`config.mk`:
```
export PLATFORM = sky130hd
export DESIGN_NAME = sde_top
export DESIGN_NICKNAME = d
export VERILOG_FILES = /design/src/rtl/sde_pkg.sv /design/src/rtl/sde_regs.sv /design/src/rtl/sde_fetch.sv /design/src/rtl/sde_stream.sv /design/src/rtl/sde_top.sv
export SDC_FILE = /design/constraint.sdc
export NUM_CORES = 1
export LEC_CHECK = 0
export BUFFER_PORTS_ARGS = -buffer_cell sky130_fd_sc_hd__buf_2
export CORE_ASPECT_RATIO = 2
export CORE_UTILIZATION = 62
export DETAILED_ROUTE_END_ITERATION = 10
export GPL_TIMING_DRIVEN = 1
export HOLD_SLACK_MARGIN = 0.05
export PLACE_DENSITY = 0.93
export SLEW_MARGIN = 20
export SYNTH_ARGS = -nofsm -noshare
export SYNTH_HDL_FRONTEND = slang
export SYNTH_HIERARCHICAL = 1
export SYNTH_SLANG_ARGS = --single-unit
```
`constraint.sdc`:
```
create_clock -name clk_i -period 7.9 [get_ports clk_i]
set_input_delay 0 -clock clk_i [delete_from_list [all_inputs] [get_ports clk_i]]
set_output_delay 0 -clock clk_i [all_outputs]
set_load 0.1 [all_outputs]
```
`src/rtl/sde_pkg.sv`:
```
package sde_pkg;
  typedef enum logic [1:0] {
    ST_IDLE,
    ST_HDR,
    ST_PAY
  } sde_state_e;

  localparam logic [2:0] REG_SRC  = 3'd0;
  localparam logic [2:0] REG_SIZE = 3'd1;
  localparam logic [2:0] REG_DEST = 3'd2;
  localparam logic [2:0] REG_TAG  = 3'd3;
  localparam logic [2:0] REG_STAT = 3'd4;
endpackage

```
`src/rtl/sde_regs.sv`:
```
module sde_regs
  import sde_pkg::*;
#(
  parameter int AW     = 16,
  parameter int SIZE_W = 16,
  parameter int DEST_W = 8,
  parameter int TAG_W  = 16,
  parameter int REG_W  = 32
) (
  input  logic              clk_i,
  input  logic              rst_ni,
  input  logic              we_i,
  input  logic [2:0]        addr_i,
  input  logic [REG_W-1:0]  wdata_i,
  output logic [REG_W-1:0]  rdata_o,
  input  logic              busy_i,
  input  logic              done_i,
  output logic              start_o,
  output logic [AW-1:0]     src_o,
  output logic [SIZE_W-1:0] size_o,
  output logic [DEST_W-1:0] dest_o,
  output logic [TAG_W-1:0]  tag_o
);
  logic [AW-1:0]     src_q;
  logic [SIZE_W-1:0] size_q;
  logic [DEST_W-1:0] dest_q;
  logic [TAG_W-1:0]  tag_q;

  assign start_o = we_i && (addr_i == REG_TAG) && !busy_i;

  always_ff @(posedge clk_i or negedge rst_ni) begin
    if (!rst_ni) begin
      src_q  <= '0;
      size_q <= '0;
      dest_q <= '0;
      tag_q  <= '0;
    end else if (we_i) begin
      case (addr_i)
        REG_SRC:  src_q  <= wdata_i[AW-1:0];
        REG_SIZE: size_q <= wdata_i[SIZE_W-1:0];
        REG_DEST: dest_q <= wdata_i[DEST_W-1:0];
        REG_TAG:  if (!busy_i) tag_q <= wdata_i[TAG_W-1:0];
        default: ;
      endcase
    end
  end

  always_comb begin
    case (addr_i)
      REG_SRC:  rdata_o = REG_W'(src_q);
      REG_SIZE: rdata_o = REG_W'(size_q);
      REG_DEST: rdata_o = REG_W'(dest_q);
      REG_TAG:  rdata_o = REG_W'(tag_q);
      REG_STAT: rdata_o = REG_W'({done_i, busy_i});
      default:  rdata_o = '0;
    endcase
  end

  assign src_o  = src_q;
  assign size_o = size_q;
  assign dest_o = dest_q;
  assign tag_o  = tag_q;

  // a tag write that arrives while busy leaves the tag unchanged
  a_r6_tag_hold: assert property (@(posedge clk_i) disable iff (!rst_ni)
    (we_i && addr_i == REG_TAG && busy_i) |=> $stable(tag_o));
endmodule

```
`src/rtl/sde_fetch.sv`:
```
module sde_fetch #(
  parameter int AW     = 16,
  parameter int SIZE_W = 16
) (
  input  logic              clk_i,
  input  logic              rst_ni,
  input  logic              start_i,
  input  logic [AW-1:0]     base_i,
  input  logic [SIZE_W-1:0] size_i,
  input  logic              room_i,
  output logic              mem_req_o,
  output logic [AW-1:0]     mem_addr_o
);
  logic [AW-1:0]     addr_q;
  logic [SIZE_W-1:0] rem_q;

  assign mem_req_o  = (rem_q != '0) && room_i;
  assign mem_addr_o = addr_q;

  always_ff @(posedge clk_i or negedge rst_ni) begin
    if (!rst_ni) begin
      addr_q <= '0;
      rem_q  <= '0;
    end else if (start_i) begin
      addr_q <= base_i;
      rem_q  <= size_i;
    end else if (mem_req_o) begin
      addr_q <= addr_q + AW'(1);
      rem_q  <= rem_q - SIZE_W'(1);
    end
  end

  // consecutive reads walk upward one word at a time
  a_r3_addr_step: assert property (@(posedge clk_i) disable iff (!rst_ni)
    mem_req_o |=> (mem_addr_o == $past(mem_addr_o) + AW'(1)));
endmodule

```
`src/rtl/sde_stream.sv`:
```
module sde_stream
  import sde_pkg::*;
#(
  parameter int DATA_W = 32,
  parameter int SIZE_W = 16,
  parameter int DEST_W = 8,
  parameter int TAG_W  = 16,
  parameter int BEAT_W = 40
) (
  input  logic              clk_i,
  input  logic              rst_ni,
  input  logic              start_i,
  input  logic [SIZE_W-1:0] size_i,
  input  logic [DEST_W-1:0] dest_i,
  input  logic [TAG_W-1:0]  tag_i,
  input  logic              req_i,
  input  logic [DATA_W-1:0] rdata_i,
  output logic              room_o,
  input  logic              ready_i,
  output logic              valid_o,
  output logic [BEAT_W-1:0] data_o,
  output logic              hdr_o,
  output logic              last_o,
  output logic              busy_o,
  output logic              done_o
);
  localparam int HDR_W = DEST_W + SIZE_W + TAG_W;

  sde_state_e        state_q;
  logic [HDR_W-1:0]  hdr_q;
  logic [SIZE_W-1:0] size_q;
  logic [SIZE_W-1:0] sent_q;
  logic              done_q;
  logic              rvld_q;
  logic [DATA_W-1:0] head_q, pf_q;
  logic [1:0]        occ_q;
  logic              accept, push, pop;
  logic [2:0]        fill;

  assign valid_o = (state_q == ST_HDR) || (state_q == ST_PAY && occ_q != 2'd0);
  assign hdr_o   = (state_q == ST_HDR);
  assign data_o  = hdr_o ? BEAT_W'(hdr_q) : BEAT_W'(head_q);
  assign last_o  = hdr_o ? (size_q == '0) : (sent_q == SIZE_W'(1));
  assign busy_o  = (state_q != ST_IDLE);
  assign done_o  = done_q;

  assign accept = valid_o && ready_i;
  assign push   = rvld_q;
  assign pop    = accept && (state_q == ST_PAY);
  // words held plus word in flight, after this cycle's pop
  assign fill   = {1'b0, occ_q} + {2'b00, rvld_q} - {2'b00, pop};
  assign room_o = (fill < 3'd2);

  always_ff @(posedge clk_i or negedge rst_ni) begin
    if (!rst_ni) begin
      state_q <= ST_IDLE;
      hdr_q   <= '0;
      size_q  <= '0;
      sent_q  <= '0;
      done_q  <= 1'b0;
    end else begin
      case (state_q)
        ST_IDLE: if (start_i) begin
          state_q <= ST_HDR;
          hdr_q   <= {dest_i, size_i, tag_i};
          size_q  <= size_i;
          sent_q  <= size_i;
          done_q  <= 1'b0;
        end
        ST_HDR: if (accept) begin
          if (size_q == '0) begin
            state_q <= ST_IDLE;
            done_q  <= 1'b1;
          end else begin
            state_q <= ST_PAY;
          end
        end
        ST_PAY: if (pop) begin
          sent_q <= sent_q - SIZE_W'(1);
          if (sent_q == SIZE_W'(1)) begin
            state_q <= ST_IDLE;
            done_q  <= 1'b1;
          end
        end
        default: state_q <= ST_IDLE;
      endcase
    end
  end

  // two-entry buffer: head_q is offered, pf_q catches a word during a stall
  always_ff @(posedge clk_i or negedge rst_ni) begin
    if (!rst_ni) begin
      rvld_q <= 1'b0;
      head_q <= '0;
      pf_q   <= '0;
      occ_q  <= 2'd0;
    end else begin
      rvld_q <= req_i;
      case (occ_q)
        2'd0: if (push) begin
          head_q <= rdata_i;
          occ_q  <= 2'd1;
        end
        2'd1: begin
          if (push && pop) head_q <= rdata_i;
          else if (push) begin
            pf_q  <= rdata_i;
            occ_q <= 2'd2;
          end else if (pop) occ_q <= 2'd0;
        end
        default: if (pop) begin
          head_q <= pf_q;
          if (push) pf_q <= rdata_i;
          else occ_q <= 2'd1;
        end
      endcase
    end
  end

  // an offered beat is held until taken
  a_r4_hold: assert property (@(posedge clk_i) disable iff (!rst_ni)
    (valid_o && !ready_i) |=> (valid_o && $stable(data_o) && $stable(hdr_o)));
  // the read credit never lets a word arrive into a full buffer
  a_r4_no_overflow: assert property (@(posedge clk_i) disable iff (!rst_ni)
    (push && !pop) |-> (occ_q != 2'd2));
endmodule

```
`src/rtl/sde_top.sv`:
```
module sde_top #(
  parameter int AW     = 16,
  parameter int DATA_W = 32,
  parameter int SIZE_W = 16,
  parameter int DEST_W = 8,
  parameter int TAG_W  = 16,
  parameter int REG_W  = 32,
  localparam int HDR_W  = DEST_W + SIZE_W + TAG_W,
  localparam int BEAT_W = (DATA_W > HDR_W) ? DATA_W : HDR_W
) (
  input  logic              clk_i,
  input  logic              rst_ni,
  input  logic              reg_we_i,
  input  logic [2:0]        reg_addr_i,
  input  logic [REG_W-1:0]  reg_wdata_i,
  output logic [REG_W-1:0]  reg_rdata_o,
  output logic              mem_req_o,
  output logic [AW-1:0]     mem_addr_o,
  input  logic [DATA_W-1:0] mem_rdata_i,
  output logic              pkt_valid_o,
  input  logic              pkt_ready_i,
  output logic [BEAT_W-1:0] pkt_data_o,
  output logic              pkt_hdr_o,
  output logic              pkt_last_o
);
  logic              start, busy, done, room;
  logic [AW-1:0]     src;
  logic [SIZE_W-1:0] size;
  logic [DEST_W-1:0] dest;
  logic [TAG_W-1:0]  tag;
  logic [TAG_W-1:0]  start_tag;

  // the start write carries the new tag, so take it from the bus
  assign start_tag = reg_wdata_i[TAG_W-1:0];

  sde_regs #(.AW(AW), .SIZE_W(SIZE_W), .DEST_W(DEST_W), .TAG_W(TAG_W), .REG_W(REG_W)) i_regs (
    .clk_i   (clk_i),
    .rst_ni  (rst_ni),
    .we_i    (reg_we_i),
    .addr_i  (reg_addr_i),
    .wdata_i (reg_wdata_i),
    .rdata_o (reg_rdata_o),
    .busy_i  (busy),
    .done_i  (done),
    .start_o (start),
    .src_o   (src),
    .size_o  (size),
    .dest_o  (dest),
    .tag_o   (tag)
  );

  sde_fetch #(.AW(AW), .SIZE_W(SIZE_W)) i_fetch (
    .clk_i      (clk_i),
    .rst_ni     (rst_ni),
    .start_i    (start),
    .base_i     (src),
    .size_i     (size),
    .room_i     (room),
    .mem_req_o  (mem_req_o),
    .mem_addr_o (mem_addr_o)
  );

  sde_stream #(.DATA_W(DATA_W), .SIZE_W(SIZE_W), .DEST_W(DEST_W), .TAG_W(TAG_W),
               .BEAT_W(BEAT_W)) i_stream (
    .clk_i   (clk_i),
    .rst_ni  (rst_ni),
    .start_i (start),
    .size_i  (size),
    .dest_i  (dest),
    .tag_i   (start_tag),
    .req_i   (mem_req_o),
    .rdata_i (mem_rdata_i),
    .room_o  (room),
    .ready_i (pkt_ready_i),
    .valid_o (pkt_valid_o),
    .data_o  (pkt_data_o),
    .hdr_o   (pkt_hdr_o),
    .last_o  (pkt_last_o),
    .busy_o  (busy),
    .done_o  (done)
  );

  // the first beat of every transfer is the header
  a_r2_hdr_first: assert property (@(posedge clk_i) disable iff (!rst_ni)
    $rose(busy) |-> (pkt_valid_o && pkt_hdr_o));
  // the engine is idle right after the last beat is taken
  a_r5_idle_after_last: assert property (@(posedge clk_i) disable iff (!rst_ni)
    (pkt_valid_o && pkt_ready_i && pkt_last_o) |=> (!busy && done));
  // the engine leaves idle exactly when a start is taken
  a_r2_start_busy: assert property (@(posedge clk_i) disable iff (!rst_ni)
    (start && !busy) |=> busy);
  // the tag register reads back its value from before the ignored write
  a_r6_tag_kept: assert property (@(posedge clk_i) disable iff (!rst_ni)
    (reg_we_i && reg_addr_i == 3'd3 && busy) |=> (tag == $past(tag)));
endmodule

```
==> results of run 1 <==
-- final cells by class --
| class | instances | area (µm²) |
|---|---|---|
| Timing Repair Buffer | 194 | 1280 |
| Clock buffer | 26 | 552 |
| Fill cell | 1018 | 4730 |
| Multi-Input combinational cell | 684 | 5350 |
| Clock inverter | 8 | 78.8 |
| Sequential cell | 214 | 5360 |
| Inverter | 22 | 82.6 |
| Tap cell | 213 | 267 |
-- cells in the final DEF (no fill, tap or decap), drive strengths merged, types with 14 or more instances in the layout --
master / synthesis / routed
a21oi: 62 / 62
a31oi: 22 / 22
buf: 53 / 143
clkbuf: 25 / 27
conb: 1 / 16
dfrtp: 214 / 214
dlygate4sd3: 0 / 50
inv: 22 / 23
mux2: 161 / 161
mux2i: 46 / 46
nand2: 43 / 43
nand3: 24 / 24
nand4: 14 / 14
nor2: 77 / 77
o21ai: 32 / 32
o31ai: 14 / 14
or4: 24 / 24
-- timing repair --
action,in CTS,in global routing
hold endpoints to repair,224,0
buffers inserted,0,0
hold buffers,50,0
-- metrics by stage --
step                setup slack, ns  util, %  std cells  cell area [µm²]
finish                         3.50     73.3       1361            13000
global route                   3.31     73.3       1361            13000
CTS                            3.56     73.1       1360            12900
detailed placement             3.98     66.7       1276            11800
global placement               4.12     66.7       1276            11800
floorplan                      3.55        -        998            11200
-- path summary, 6_finish.rpt --
kind / startpoint / slack (ns) / depth (start not counted) / endpoint
setup / recovery: i_stream/state_q[0] / 3.50 / 13 / mem_req_o
hold / removal: rst_ni / 0.12 / 2 / i_fetch/mem_addr_o[15]
setup reg to reg: i_stream/state_q[0] / 3.82 / 11 / i_stream/sent_q[13]
hold reg to reg: i_stream/pf_q[28] / 0.49 / 1 / i_stream/pf_q[28]
max in group asynchronous: rst_ni / 6.44 / 3 / i_stream/occ_q[1]
min in group clk_i: reg_we_i / 0.13 / 3 / i_regs/dest_o[7]
-- cell usage after synthesis, types with 22 or more instances --
master / n
dfrtp_1: 214
mux2_2: 97
nor2_1: 75
a21oi_1: 62
mux2_1: 55
mux2i_1: 46
nand2_1: 43
clkbuf_1: 25
nand3_1: 24
o21ai_0: 24
a31oi_1: 22
inv_1: 22
or4_1: 22
-- routing by layer --
metal	track usage, %	vias to the layer above
li1	-	3883
met1	37.9	4487
met2	60.9	571
met3	4.88	192
met4	23.9	0
met5	0	-
-- critical path: stages, from the launching register on --
cell and delay (ns):
dfrtp_1 0.43, inv_1 0.12, ha_1 0.15, buf_4 0.35
o311ai_4 0.22, ha_1 0.33, and2_1 0.15, fa_1 0.41
xnor2_1 0.14, nor2_1 0.14, buf_4 0.23, inv_1 0.36
nor2_2 0.36, buf_2 0.50
-- sequential cells by signal, indices dropped and copies added (netlist names) --
name                flops
i_regs/dest_o           8
i_stream/head_q        32
i_stream/hdr_q         40
i_stream/occ_q          2
i_regs/size_o          16
i_fetch/mem_addr_o     16
i_stream/state_q        2
i_stream/pf_q          32
i_regs/tag_o           16
i_stream/sent_q        16
i_stream/done_o         1
i_fetch/rem_q          16
i_regs/src_o           16
i_stream/push           1
-- kinds of logic after synthesis --
| group | Yosys count |
|---|---|
| AND/OR/NAND/NOR | 267 |
| flip-flops | 214 |
| multiplexers | 213 |
| adder cells (fa/ha/maj) | 13 |
| XOR/XNOR | 1 |
| buffers and inverters | 100 |
| other | 1 |
| AO/OA/AOI/OAI | 174 |
==> metrics, run 1 <==
Synth top area share=around 48%; Final Critical Period=4.40 ns; synthesis warning total=6; largest net degree at the start of global routing=89; Crit Path Category=flip-flop to output pin; critical-path maximum fanout=35; Die X=97.0 µm; post-synthesis adder-cell area fraction=1.52%; initial antenna violation count=0; Die ar.=0.0186 mm²; detailed-routed wire length on met3=2190 µm; GP Congestion=0.972; post_cts resized=0; Routed Antenna Nets=0; hold slack=0.121 ns; top sig layer=met4; syn_area_per_cell=approximately 11 µm²; crit path capture type=output pin; max-slew violations=0; CTS H-tree lvls=1; Synth Register Bits=between 200 and 250; Critical Path RT=between 7 and 8 ns; Hold Vio Cnt, Final=0; Top FF cell, synth=dfrtp_1; Root Buffer=clkbuf_16; First-pass DRT Iterations=5; mapped cell area=approximately 0.011 mm²; complex-gate fraction of the synthesized area=around a tenth; dominant combinational cell family by area after synthesis=multiplexers; top cells by area, synth=dfrtp_1 (48%), mux2_2 (9.8%), mux2_1 (5.5%); grt ovf=0; worst relative slew slack=31.1%; simple-gate area share of the yosys netlist=13.5%; Clock Sink Count=214; Global Route Usage Sum=34.4%; FMAX=227 MHz; die span in y=192 µm; fin crit share=between 50 and 60%; WL met2=16500 µm; # DRC=0; Row Count=a little under 70; setup TNS=0 ns; synth-to-layout area growth=15.9%; final WL=32000 µm; FFs w/ async S/R, synth=100%; Syn Inst Count=983; first-pass GRT wire length=between 50000 and 60000 µm; sequential area share after synthesis=47.9%; Net count, final=1219; multiplexer area fraction after synthesis=a little over a fifth; Vias=9133; Max-cap violations=0; Met1 Wirelength=around 11000 µm; Final Skew=between 0.01 and 0.015 ns; Slew @ Worst Pin=1.03 ns; layout cells sized above 1=27.3%; xor and xnor area share after synthesis=less than 1%; post-synth top area cell=dfrtp_1; status=complete, no violations; WL/cell=~23 µm; RSZ-0062 raised after global routing=false; worst hold path type=input port to async pin; drt first-iter violations=757; Finish-stage setup viols=0; I/O pin count=between 150 and 200; ANT cells=0; Netlist cell types=78; Initial Utilization=63.2%; crit path DAT=4.40 ns; TritonCTS clock tree=built; Worst-path clk slew=0.07 ns; post-DP HPWL=20100 µm; CTS Buffer Depth=3; DR vias/cell=6.71; clk_lat worst skew=0.50 ns; Port Buffer Count=130; vias in the first global route=9491; Core Region=0.0177 mm²; EDFF count, synth=0; cts bufs inserted=19; startpoint types=flip-flop
Power of run 1 is left out: the tool's default activity adds up to more than one toggle a clock period on the data nets, which glitch-free logic cannot reach.
==> run 2: changes to the inputs <==
--- a/config.mk
+++ b/config.mk
@@ -7,11 +7,11 @@
 export LEC_CHECK = 0
 export BUFFER_PORTS_ARGS = -buffer_cell sky130_fd_sc_hd__buf_2
 export CORE_ASPECT_RATIO = 2
-export CORE_UTILIZATION = 62
+export CORE_UTILIZATION = 52
 export DETAILED_ROUTE_END_ITERATION = 10
 export GPL_TIMING_DRIVEN = 1
 export HOLD_SLACK_MARGIN = 0.05
-export PLACE_DENSITY = 0.93
+export PLACE_DENSITY = 0.84
 export SLEW_MARGIN = 20
 export SYNTH_ARGS = -nofsm -noshare
 export SYNTH_HDL_FRONTEND = slang
==> constraint.sdc (replaced) <==
create_clock -name clk_i -period 3.6 [get_ports clk_i]
set_input_delay 0 -clock clk_i [delete_from_list [all_inputs] [get_ports clk_i]]
set_output_delay 0 -clock clk_i [all_outputs]
set_load 0.1 [all_outputs]
==> metrics, run 2 (synthesized netlist as in run 1, its figures left out) <==
Top reg by flops=i_stream/hdr_q; pre-CTS WS=0.0112 ns; initial antenna violation count=0; synth-to-layout area growth=18.1%; CTS H-tree lvls=1; status=complete, no violations; startpoint types=flip-flop; crit path cell chain=ha_4 -> o311ai_4 -> ha_1 -> and2_1 -> fa_2 -> xnor2_1 -> nor2_1 -> buf_4 -> buf_6 -> clkinvlp_2 -> o211a_1 -> a221o_1; Multi-input gate area=about 0.0054 mm²; worst relative slew slack=a little over a quarter; I/O pin count=~160; CTS Buffer Depth=3; FF+latch area=0.00536 mm²; hold path depth=5; reg2reg start=i_stream/state_q[0]; layout cells sized above 1=29.0%; fin util=62.8%; CP max-delay cell=dfrtp_2; worst hold path type=input port to flip-flop; r2r setup slk=0.12 ns; FF-to-FF End=i_fetch/mem_addr_o[0]; largest net degree at the start of global routing=between 100 and 150; max reg flops=40; Final Skew=0.0131 ns; Hold Path End=i_fetch/rem_q[1]; Clock Sink Count=approximately 210; post-DP HPWL=21100 µm; Vias=between 8000 and 9000; Finish-stage setup viols=0; max-slew violations=0; setup ws final=0.123 ns; Worst-path clk slew=approximately 0.07 ns; Net count, final=1237; Routed Antenna Nets=0; Row Count=75; cts bufs inserted=20; first-pass GRT wire length=48900 µm; grt ovf=0; fin crit share=96.6%; # DRC=0; vias in the first global route=9106; Max-cap violations=0; critical-path maximum fanout=12; Final Critical Period=3.48 ns; First-pass DRT Iterations=6; WL/cell=about 22 µm; ANT cells=0; commonest non-fill, non-tap cell in the layout=dfrtp_1; Port Buffer Count=130; Critical Path RT=4.00 ns; Hold Vio Cnt, Final=0; final WL=31100 µm; Global Route Usage Sum=28.6%; drt first-iter violations=just under 600; die span in y=209 µm; GP Congestion=0.929; FMAX=around 290 MHz; hold path start=reg_we_i; Crit path largest cell delay=0.44 ns; most frequent cells in the layout=dfrtp_1 (212), buf_2 (128), mux2_2 (97), nor2_1 (75), a21oi_1 (62); biggest registers after layout=i_stream/hdr_q: 40 flops, i_stream/head_q: 32 flops, i_stream/pf_q: 32 flops; DR vias/cell=6.12; crit path DAT=3.87 ns; Slew @ Worst Pin=between 1 and 1.5 ns; Worst Setup SP=i_stream/state_q[0]; TritonCTS clock tree=built; fillers=1619; clk_lat worst skew=0.51 ns; Die ar.=0.0221 mm²; Root Buffer=clkbuf_16; Die X=106 µm; crit path capture type=flip-flop; Crit Path Category=flip-flop to flip-flop; RSZ-0062 raised after global routing=false; Initial Utilization=53.2%; FF-to-FF path depth=12; Core Region=0.0210 mm²
## run 2: changes by cell type in the layout (fill, tap and decap cells not counted), moves of 3 or more
cell      previous run  this run
inv_1               22        19
clkbuf_8             6         2
buf_4               13        26
clkinv_2             3         7
## run 2: worst max-delay path, delay by kind of cell, from the launching register on
| kind | cells | cell delay (ns) |
|---|---|---|
| AO/OA/AOI/OAI | 3 | 0.89 |
| adder cells (fa/ha/maj) | 3 | 0.84 |
| buffers and inverters | 3 | 0.74 |
| flip-flops | 1 | 0.44 |
| AND/OR/NAND/NOR | 2 | 0.33 |
| XOR/XNOR | 1 | 0.14 |
## run 2: metrics by stage
stage	cell area [µm²]	cells	hold WS, ns	TNS [ns]
after floorplan	11300	998	-0.296	0
after global placement	12000	1343	0.173	0
after detailed placement	12000	1343	0.179	0
after CTS	13200	1432	0.0767	-0.00365
after global routing	13200	1433	0.107	0
final	13200	1433	0.0886	0
## run 2: metal layers
layer	global-route usage, %	vias to the layer above	routed length [µm]
li1	-	3910	-
met2	51.6	393	16500
met1	31.3	4341	11000
met4	18.9	0	2120
met5	0	-	0
met3	3.29	132	1480
## run 2: area by class of cell
class	instances	area share, %
Clock buffer	22	4.08
Clock inverter	11	0.531
Inverter	22	0.654
Multi-Input combinational cell	684	40.7
Sequential cell	214	40.6
Tap cell	269	2.55
Timing Repair Buffer	210	10.9
Timing Repair inverter	1	0.0379
## run 2: worst max-delay path by stage
stage | endpoint | depth (start not counted)
finish | i_fetch/mem_addr_o[0] | 12
global route | i_fetch/mem_addr_o[11] | 13
CTS | i_fetch/mem_addr_o[0] | 12
detailed placement | i_fetch/rem_q[15] | 13
global placement | i_fetch/rem_q[15] | 13
floorplan | i_fetch/mem_addr_o[10] | 13
## run 2: repair_timing
action / 4_1_cts / 5_1_grt
resized for setup: 2 / 7
pin swaps: 1 / 4
gates cloned: 1 / 0
hold buffers: 50 / 0
endpoints found under the setup margin: 6 / 19
setup buffers: 5 / 0
hold endpoints to repair: 245 / 0
Power of run 2 is left out for the same reason.
==> run 3: changes to the inputs <==
--- a/config.mk
+++ b/config.mk
@@ -12,6 +12,7 @@
 export GPL_TIMING_DRIVEN = 1
 export HOLD_SLACK_MARGIN = 0.05
 export PLACE_DENSITY = 0.84
+export REMOVE_ABC_BUFFERS = 1
 export SLEW_MARGIN = 20
 export SYNTH_ARGS = -nofsm -noshare
 export SYNTH_HDL_FRONTEND = slang
==> metrics, run 3 (synthesized netlist as in run 1, its figures left out) <==
status=complete, no violations; synth-to-layout area growth=18.6%; startpoint types=flip-flop; CP max-delay cell=dfrtp_1; Worst-path clk slew=0.06 ns; layout cells sized above 1=29.1%; grt ovf=0; Slew @ Worst Pin=0.951 ns; largest net degree at the start of global routing=116; crit path cell chain=inv_2 -> ha_2 -> o311ai_4 -> ha_1 -> and2_1 -> fa_1 -> xnor2_1 -> nor2_2 -> buf_6 -> clkinvlp_4 -> nor2_4 -> buf_12; crit path capture type=output pin; fin crit share=95.6%; WL/cell=21.3 µm; fillers=1582; First-pass DRT Iterations=5; max-slew violations=0; biggest registers after layout=i_stream/hdr_q: 40 flops, i_stream/head_q: 32 flops, i_stream/pf_q: 32 flops; Row Count=75; # DRC=0; DR vias/cell=6.13; Vias=between 8000 and 9000; setup TNS=0 ns; Final Critical Period=between 3 and 4 ns; pre-CTS WS=-0.0301 ns; GP Congestion=0.946; worst relative slew slack=36.0%; Net count, final=between 1000 and 1500; setup ws final=0.157 ns; Initial Utilization=between 50 and 60%; final WL=a little over 30000 µm; Top reg by flops=i_stream/hdr_q; Global Route Usage Sum=approximately 28%; Port Buffer Count=130; vias in the first global route=8968; Critical Path RT=roughly 3.6 ns; post-DP HPWL=roughly 21000 µm; delay-heaviest family, CP=adder cells; cts bufs inserted=20; Routed Antenna Nets=0; crit path DAT=3.44 ns; drt first-iter violations=526; Root Buffer=clkbuf_16; RSZ-0062 raised after global routing=true; initial antenna violation count=1; Clock Sink Count=214; Buf/Inv on CP=4; Die ar.=0.0221 mm²; Finish-stage setup viols=0; Core Region=between 0.02 and 0.025 mm²; Hold Vio Cnt, Final=0; die span in y=209 µm; Crit Path Category=flip-flop to output pin; critical-path maximum fanout=7; clk_lat worst skew=0.51 ns; CTS Buffer Depth=3; FMAX=290 MHz; commonest non-fill, non-tap cell in the layout=dfrtp_1; most frequent cells in the layout=dfrtp_1 (213), buf_2 (128), mux2_2 (97), nor2_1 (74), a21oi_1 (62); Max-cap violations=0; Crit path largest cell delay=0.40 ns; CTS H-tree lvls=1; I/O pin count=between 150 and 200; worst hold path type=input port to async pin; TritonCTS clock tree=built; Die X=106 µm; Final Skew=0.0242 ns; first-pass GRT wire length=around 48000 µm; max reg flops=40
run 3: changes by cell type in the layout (fill, tap and decap cells not counted), sizes merged:
cell | previous run | this run
buf | 159 | 160
bufinv | 0 | 1
clkbuf | 23 | 28
clkinv | 8 | 5
diode | 0 | 1
dlygate4sd3 | 50 | 51
run 3: metal layers:
metal,vias up,GRT usage [%],wire length [µm]
met5,-,0,0
met4,0,17.7,2150
met3,142,3.88,1550
met2,382,48.8,15700
met1,4370,31.7,11200
li1,3923,-,-
run 3: worst register-to-register path: stages, from the launching register on:
cell and delay (ns):
dfrtp_1 0.40, inv_2 0.07, ha_2 0.20, o311ai_4 0.25, ha_1 0.29, and2_1 0.15
fa_1 0.40, xnor2_1 0.15, nor2_2 0.22, buf_6 0.16, clkinvlp_4 0.20, buf_6 0.19
or4_1 0.50, a31oi_1 0.19
run 3: layout make-up:
cell class	count	area, µm²	share of cell area, %
clock buffer	27	577	4.35
sequential	214	5360	40.4
multi-input combinational	684	5360	40.4
inverter	22	86.3	0.651
clock inverter	9	93.8	0.707
tap	269	337	2.54
antenna	1	2.50	0.0189
timing repair inverter	1	7.51	0.0566
timing repair buffer	212	1450	10.9
run 3: timing repair:
action	4_1_cts	5_1_grt
gates cloned	1	0
hold buffers	50	1
setup buffers	2	5
gates resized for setup	3	8
endpoints found under the hold margin	210	2
pin swaps	1	4
setup endpoints to repair	6	16
run 3: path summary, 6_finish.rpt:
kind | slack, ns | from | endpoint | depth (start not counted)
max | 0.16 | i_stream/state_q[1] | mem_req_o | 12
min in group clk_i | 0.20 | reg_addr_i[0] | i_regs/size_o[11] | 3
max reg2reg | 0.17 | i_stream/state_q[1] | i_fetch/rem_q[4] | 13
min | 0.08 | rst_ni | i_stream/pf_q[25] | 2
max in group asynchronous | 2.48 | rst_ni | i_stream/head_q[5] | 3
min reg2reg | 0.49 | i_stream/pf_q[8] | i_stream/pf_q[8] | 1
run 3: metrics by stage:
stage | hold WS, ns | area, µm² | cells | util, %
2_1_floorplan | -0.296 | 10700 | 920 | -
3_3_place_gp | 0.0678 | 12000 | 1341 | 57.0
3_5_place_dp | 0.0754 | 12000 | 1341 | 57.0
4_1_cts | 0.101 | 13200 | 1430 | 62.7
5_1_grt | 0.145 | 13300 | 1439 | 63.1
6_report | 0.0830 | 13300 | 1439 | 63.1
Power of run 3 is left out for the same reason.
